===== src/rtl/bsh_pkg.sv =====
package bsh_pkg;
    localparam int OP_W   = 3;
    localparam int DATA_W = 64;

    typedef enum logic [OP_W-1:0] {
        OP_SWB_W = 3'd0,
        OP_SWB_D = 3'd1,
        OP_HREV  = 3'd2,
        OP_SXB   = 3'd3,
        OP_SXH   = 3'd4
    } bsh_op_e;

    typedef enum logic [1:0] {
        ST_IDLE   = 2'd0,
        ST_WRITE  = 2'd1,
        ST_REJECT = 2'd2
    } bsh_state_e;
endpackage


===== src/rtl/bsh_decode.sv =====
module bsh_decode
    import bsh_pkg::*;
(
    input  logic [OP_W-1:0] op_i,
    output logic            sel_swbw_o,
    output logic            sel_swbd_o,
    output logic            sel_hrev_o,
    output logic            sel_sxb_o,
    output logic            sel_sxh_o,
    output logic            bad_o
);
    always_comb begin
        sel_swbw_o = 1'b0;
        sel_swbd_o = 1'b0;
        sel_hrev_o = 1'b0;
        sel_sxb_o  = 1'b0;
        sel_sxh_o  = 1'b0;
        bad_o      = 1'b0;
        unique case (op_i)
            OP_SWB_W: sel_swbw_o = 1'b1;
            OP_SWB_D: sel_swbd_o = 1'b1;
            OP_HREV:  sel_hrev_o = 1'b1;
            OP_SXB:   sel_sxb_o  = 1'b1;
            OP_SXH:   sel_sxh_o  = 1'b1;
            default:  bad_o      = 1'b1;
        endcase
    end
endmodule


===== src/rtl/bsh_lanes.sv =====
module bsh_lanes #(
    parameter int DATA_W = 64,
    parameter int LANE_W = 16
) (
    input  logic [DATA_W-1:0] x_i,
    output logic [DATA_W-1:0] bswap_o,
    output logic [DATA_W-1:0] hrev_o
);
    localparam int N_LANES = DATA_W / LANE_W;
    localparam int HALF_W  = LANE_W / 2;

    for (genvar k = 0; k < N_LANES; k++) begin : g_lane
        assign bswap_o[k*LANE_W +: LANE_W] =
            {x_i[k*LANE_W +: HALF_W], x_i[k*LANE_W + HALF_W +: HALF_W]};
        assign hrev_o[k*LANE_W +: LANE_W] =
            x_i[(N_LANES-1-k)*LANE_W +: LANE_W];
    end
endmodule


===== src/rtl/bsh_sext.sv =====
module bsh_sext #(
    parameter int DATA_W = 64,
    parameter int SRC_W  = 8
) (
    input  logic [SRC_W-1:0]  x_i,
    output logic [DATA_W-1:0] y_o
);
    localparam int FILL_W = DATA_W - SRC_W;
    assign y_o = {{FILL_W{x_i[SRC_W-1]}}, x_i};
endmodule


===== src/rtl/bsh_unit.sv =====
module bsh_unit
    import bsh_pkg::*;
(
    input  logic              clk,
    input  logic              rst_n,
    input  logic              in_valid_i,
    input  logic [OP_W-1:0]   op_i,
    input  logic [DATA_W-1:0] opnd_i,
    output logic [DATA_W-1:0] res_o,
    output logic              wr_o,
    output logic              err_o
);
    localparam int WORD_W = DATA_W / 2;

    logic sel_swbw, sel_swbd, sel_hrev, sel_sxb, sel_sxh, bad;
    logic [DATA_W-1:0] bswap, hrev, sxb, sxh, res_nxt;
    bsh_state_e st_q, st_nxt;
    logic [DATA_W-1:0] res_q;

    bsh_decode u_dec (
        .op_i       (op_i),
        .sel_swbw_o (sel_swbw),
        .sel_swbd_o (sel_swbd),
        .sel_hrev_o (sel_hrev),
        .sel_sxb_o  (sel_sxb),
        .sel_sxh_o  (sel_sxh),
        .bad_o      (bad)
    );

    bsh_lanes #(.DATA_W(DATA_W), .LANE_W(16)) u_lanes (
        .x_i     (opnd_i),
        .bswap_o (bswap),
        .hrev_o  (hrev)
    );

    bsh_sext #(.DATA_W(DATA_W), .SRC_W(8)) u_sxb (
        .x_i (opnd_i[7:0]),
        .y_o (sxb)
    );

    bsh_sext #(.DATA_W(DATA_W), .SRC_W(16)) u_sxh (
        .x_i (opnd_i[15:0]),
        .y_o (sxh)
    );

    always_comb begin
        res_nxt = '0;
        st_nxt  = ST_IDLE;
        if (in_valid_i) begin
            if (bad) begin
                st_nxt = ST_REJECT;
            end else begin
                st_nxt = ST_WRITE;
                res_nxt = ({DATA_W{sel_swbw}} & {{WORD_W{bswap[WORD_W-1]}}, bswap[WORD_W-1:0]})
                        | ({DATA_W{sel_swbd}} & bswap)
                        | ({DATA_W{sel_hrev}} & hrev)
                        | ({DATA_W{sel_sxb}}  & sxb)
                        | ({DATA_W{sel_sxh}}  & sxh);
            end
        end
    end

    always_ff @(posedge clk) begin
        if (!rst_n) begin
            st_q  <= ST_IDLE;
            res_q <= '0;
        end else begin
            st_q  <= st_nxt;
            res_q <= res_nxt;
        end
    end

    always_comb begin
        res_o = res_q;
        wr_o  = 1'b0;
        err_o = 1'b0;
        unique case (st_q)
            ST_WRITE:  wr_o  = 1'b1;
            ST_REJECT: err_o = 1'b1;
            default:   ;
        endcase
    end
endmodule


===== config.mk =====
export PLATFORM = sky130hd
export DESIGN_NAME = bsh_unit
export DESIGN_NICKNAME = d
export VERILOG_FILES = /design/src/rtl/bsh_pkg.sv /design/src/rtl/bsh_decode.sv /design/src/rtl/bsh_lanes.sv /design/src/rtl/bsh_sext.sv /design/src/rtl/bsh_unit.sv
export SDC_FILE = /design/constraint.sdc
export NUM_CORES = 1
export LEC_CHECK = 0
export CORE_MARGIN = 1.5
export CORE_UTILIZATION = 44
export CTS_CLUSTER_DIAMETER = 120
export DETAILED_ROUTE_END_ITERATION = 16
export DONT_BUFFER_PORTS = 1
export HOLD_SLACK_MARGIN = 0.15
export REMOVE_ABC_BUFFERS = 1
export SYNTH_ARGS = -nofsm -noshare
export SYNTH_HDL_FRONTEND = slang
export SYNTH_SLANG_ARGS = --single-unit

===== constraint.sdc =====
create_clock -name clk -period 2.2 [get_ports clk]
set_clock_uncertainty 0.1 [all_clocks]
set_input_delay 0.44 -clock clk [delete_from_list [all_inputs] [get_ports clk]]
set_output_delay 0.44 -clock clk [all_outputs]
set_load 0.02 [all_outputs]

=== Word level (Yosys, flattened, before mapping) ===
Index checks and enable logic that the tools add are counted.
Widths: inputs -> output; s select.

* Register bits after elaboration: 66
* Bits of input ports: 70
* Output and inout bits: 66
* Logic and storage cells: 29

* Equal/unequal tests: 6
* Multiplexer cells: 8
* Bitwise gates (word level): 9
* Reductions and logical operators: 4

{| class="wikitable"
|+ Operator list
! operator !! number
|-
| $and 64x64->64 || 5
|-
| $or 64x64->64 || 4
|-
| $mux 1 || 7
|-
| $eq 3x2->1 const B || 2
|-
| $reduce_or 5->1 || 1
|-
| $eq 3x1->1 const B || 1
|-
| $eq 3x3->1 const B || 1
|-
| $logic_not 3->1 || 1
|-
| $reduce_and 3->1 || 1
|-
| $eq 2x1->1 const B || 1
|-
| $eq 2x2->1 const B || 1
|-
| $mux 2 || 1
|-
| $reduce_and 2->1 || 1
|}

=== Longest topological paths before layout ===
* Depth in word-level cells: 7
* Gate-level depth with buffers: 6
* Depth with buffers taken out: 3

=== Hierarchy ===
A second synthesis with hierarchy kept.

* Cell total of the unflattened synthesis: 567
* Area total of the unflattened synthesis: 4894.7 um^2

{| class="wikitable"
|+ Modules (own cells, without submodules)
! module !! instances !! cells an instance !! area each (um^2) !! seq. area each (um^2)
|-
| bsh_unit || 1 || 305 || 2927.8 || 1321.3
|-
| bsh_lanes || 1 || 128 || 960.9 || 0.0
|-
| bsh_sext || 2 || 64 || 480.5 || 0.0
|-
| bsh_decode || 1 || 6 || 45.0 || 0.0
|}

=== Worst setup path after synthesis ===
Ideal clock, no wire load.

* Path type: input-to-reg
* Start point: in op_i[1]
* End point: reg res_q[34], in the netlist res_o[34]
* Arrival time: 1.421 ns
* Data required time: 2.030 ns
* Setup slack: 0.609 ns
* Stages on the path: 6
* Path buffers: 3
* Path through: buf_2 > nor3b_2 > buf_4 > buf_2 > a22oi_1 > a21oi_1

* Cells in the longest elaborated chain, start to end: 7

{| class="wikitable"
|+ RTL lines
! item !! line !! RTL
|-
| start, declared || bsh_unit.sv:7 || <nowiki>input logic [OP_W-1:0] op_i,</nowiki>
|-
| $eq 3x1->1 or $logic_not 3->1 (tied branches) || bsh_decode.sv:19 || <nowiki>unique case (op_i)</nowiki>
|-
| $mux 1 || bsh_decode.sv:19 ||
|-
| $and 64x64->64 (on tied branches) || bsh_unit.sv:55, bsh_unit.sv:54 ||
|-
| $or 64x64->64 || bsh_unit.sv:55 || <nowiki>| ({DATA_W{sel_swbd}} & bswap)</nowiki>
|-
| $or 64x64->64 || bsh_unit.sv:56 || <nowiki>| ({DATA_W{sel_hrev}} & hrev)</nowiki>
|-
| $or 64x64->64 || bsh_unit.sv:57 || <nowiki>| ({DATA_W{sel_sxb}} & sxb)</nowiki>
|-
| $or 64x64->64 || bsh_unit.sv:58 || <nowiki>| ({DATA_W{sel_sxh}} & sxh);</nowiki>
|-
| end signal, assigned || bsh_unit.sv:69 || <nowiki>res_q <= res_nxt;</nowiki>
|-
| end, declared || bsh_unit.sv:18 || <nowiki>logic [DATA_W-1:0] res_q;</nowiki>
|}

Parallel ways exist; a longest one is shown, timed or not.
A chain may end at the register's enable or synchronous reset.

=== Worst setup path after layout ===
* Start point: reg st_q[1]
* End point: out err_o

* Cells in the longest elaborated chain, start to end: 2

{| class="wikitable"
|+ RTL lines
! item !! line !! RTL
|-
| start, declared || bsh_unit.sv:17 || <nowiki>bsh_state_e st_q, st_nxt;</nowiki>
|-
| start signal, assigned || bsh_unit.sv:68 || <nowiki>st_q <= st_nxt;</nowiki>
|-
| $eq 2x2->1 || bsh_unit.sv:77 || <nowiki>unique case (st_q)</nowiki>
|-
| $mux 1 || bsh_unit.sv:77 ||
|-
| end, declared || bsh_unit.sv:11 || <nowiki>output logic err_o</nowiki>
|}

No other way between the ends.

==> metrics.md <==
| Metric | Value |
|---|---|
| Num ports | `approximately 140` |
| Hold/Removal Path Class | `input port to register` |
| Final Routed Wirelength | `7.354 mm` |
| H-Tree Depth | `3` |
| Die height | `83.08 um` |
| Unrepaired setup endpoints after global routing | `no` |
| Buf/Inv on CP | `0` |
| Post-Layout Cell Count | `377` |
| Routed vias | `about 2300` |
| GP Congestion | `between 0.7 and 0.8` |
| Post-route setup TNS | `0 ns` |
| Post-Syn Instances | `between 300 and 400` |
| Die Wd | `about 83 um` |
| Pins Over Slew Limit | `0` |
| Drt drc | `0` |
| Fin crit period | `1.551 ns` |
| Crit share post-route | `0.7048` |
| CP max stage cell | `nor2b_1` |
| Drt initial violations | `123` |
| P&R area growth vs syn | `10.73%` |
| Mean Syn Cell Area | `between 9 and 10 um^2` |
| Max-cap violations | `0` |
| Endpoints failing setup | `0` |
| Layout cells sized above 1 | `0.1291` |
| Crit end category | `output pin` |
| Routed vias/inst | `about 6.2` |
| Critical path peak fanout | `2` |
| Clock Path Buffers | `2` |
| CTS tree | `done` |
| DR WL/cell | `19.51 um` |
| Endpoints failing hold | `0` |
| Root Buffer Master | `clkbuf_8` |
| Hold Path Origin | `opnd_i[8]` |
| Clock sink count | `66` |
| Yosys reg bits | `66` |
| DRT Pass-1 Iters | `4` |
| Final ANT Viol Nets | `0` |
| Cells along the critical path | `nor2b_1` |
| Clk slew on worst S/H paths | `0.07 ns` |
| WS Path Type | `register to output pin` |
| CORE AREA | `6061 um^2` |
| Detailed Place HPWL | `4.596 mm` |
| Hold Path Depth | `2` |
| Post-synth top area share | `0.4683` |
| Area post-placement | `2879 um^2` |
| VDD IR max | `0.0003963 V` |
| WP depth | `1` |
| Grt ovf | `0` |
| Synth unique cells | `26` |
| Max Fclk | `644.9 MHz` |
| Vias in the first global route | `2231` |
| Diodes inserted | `0` |
| Initial antenna violation count | `0` |
| Worst setup SP type | `register` |
| Data arrival, critical path | `1.01 ns` |
| Initial core utilization | `0.4655` |
| Gr usage total | `0.2152` |
| Largest net degree at the start of global routing | `66` |
| Final Cell Area | `3124 um^2` |
| Cells after DPL | `roughly 360` |
| Hold Path Sink | `res_o[8]$_SDFF_PN0_` |
| CTS Buf Count | `9` |
| Register area share after synthesis | `0.4683` |
| Status | `complete, no violations` |
| Synth Cell Area | `2821 um^2` |
| Worst slew margin | `0.4390` |
| Die area | `roughly 6900 um^2` |
| Total chip power | `2531 uW` |
| CP max stage delay | `approximately 0.36 ns` |
| Area leader, netlist | `dfxtp_1` |
| Leakage | `roughly 0.0011 uW` |
| CP delay by family, top | `simple AND/OR/NAND/NOR gates` |
| IO buf count | `0` |
| First-pass GRT wire length | `11.90 mm` |
| Ranking of synthesized cells by area | `dfxtp_1 47%, a22oi_1 13%, a21oi_1 12%` |
| Final core utilization | `0.5155` |
| Required @ worst endpoint | `1.66 ns` |
| Row count | `28` |
| Worst-margin pin slew | `~0.84 ns` |
| YS warnings | `0` |
| Layout net count | `about 370` |
| Power density cells | `810.0 nW/um^2` |
| # resized after CTS | `0` |
state kept, by name (all words and copies together), names as in the netlist:
signal  cells
st_q        2
res_o      64
metrics by stage:
stage               setup slack (ns)  hold slack (ns)
floorplan                    -0.3036           0.4659
global placement              0.5310           0.4817
detailed placement            0.4711           0.4832
CTS                           0.6286           0.1556
global route                  0.5828           0.1641
finish                        0.6493           0.1608
metal layers:
metal / share of wire / global-route usage / vias up
li1: - / - / 1113
met1: 0.42 / 0.2709 / 1107
met2: 0.48 / 0.3452 / 97
met3: 0.080 / 0.07555 / 12
met4: 0.016 / 0.06970 / 0
met5: 0 / 0 / -
power breakdown:
part,leakage [uW],internal (uW),switching (uW)
combinational,0.000438,96.7,105
clock,0.0000986,584,458
sequential,0.000536,1230,56.8
layout make-up:
cell class / instances / area [um^2]
clock buffers: 12 / 155.1
flip-flops and latches: 66 / 1321
inverters: 2 / 7.507
well taps: 75 / 93.84
fillers: 577 / 2937
multi-input cells: 206 / 1359
clock inverters: 4 / 50.05
repair buffers: 12 / 137.6
Yosys cell counts:
cell type / instances
mux2_2: 1
nand4b_2: 1
inv_1: 2
mux2i_1: 1
nor2_1: 1
nand2_1: 8
nor3b_2: 2
clkbuf_1: 11
o211ai_1: 1
buf_2: 19
a21boi_2: 1
nand2b_1: 9
a21oi_1: 65
nand3b_1: 16
nor2b_1: 9
dfxtp_1: 66
o21ba_2: 8
buf_4: 2
o31a_1: 1
a31oi_1: 7
nor2_2: 1
a22oi_1: 48
nor3b_4: 1
nand3_1: 10
and3b_1: 7
o21ai_0: 8
logic make-up (layout without fill, tap and decap cells):
group | after synthesis | after routing | synth area share
AOI/OAI and AO/OA | 139 | 139 | 0.3109
DFF | 66 | 66 | 0.4683
and+or+nand+nor | 65 | 65 | 0.1570
buffers and inverters | 34 | 30 | 0.05632
muxes | 2 | 2 | 0.007539
placed cells by master, fill, tap and decap left out, types with 2 or more instances in the layout:
master and n:
nor3b_4 3, buf_4 5, a21oi_1 65, dfxtp_1 66
inv_1 2, buf_12 3, nand3_1 9, nor2b_1 9
nand2b_1 9, clkbuf_8 11, a22oi_1 48, dlygate4sd3_1 4
o21ba_2 8, clkinvlp_4 2, o21ai_0 8, a31oi_1 7
nand2_1 8, nand3b_1 16, and3b_1 7
repair_timing:
item | 4_1_cts | 5_1_grt
hold buffers | 4 | 0
hold endpoints to repair | 3 | 0
setup buffers | 0 | 0
worst max-delay path by stage:
stage                        from              endpoint  slack, ns
2_1_floorplan             op_i[0]  res_o[15]$_SDFF_PN0_      -0.30
3_3_place_gp              op_i[2]  res_o[44]$_SDFF_PN0_       0.53
3_5_place_dp              op_i[2]  res_o[43]$_SDFF_PN0_       0.47
4_1_cts        st_q[1]$_SDFF_PN0_                 err_o       0.63
5_1_grt        st_q[0]$_SDFF_PN0_                  wr_o       0.58
6_report       st_q[1]$_SDFF_PN0_                 err_o       0.65
Power figures use the tool's default switching activity.
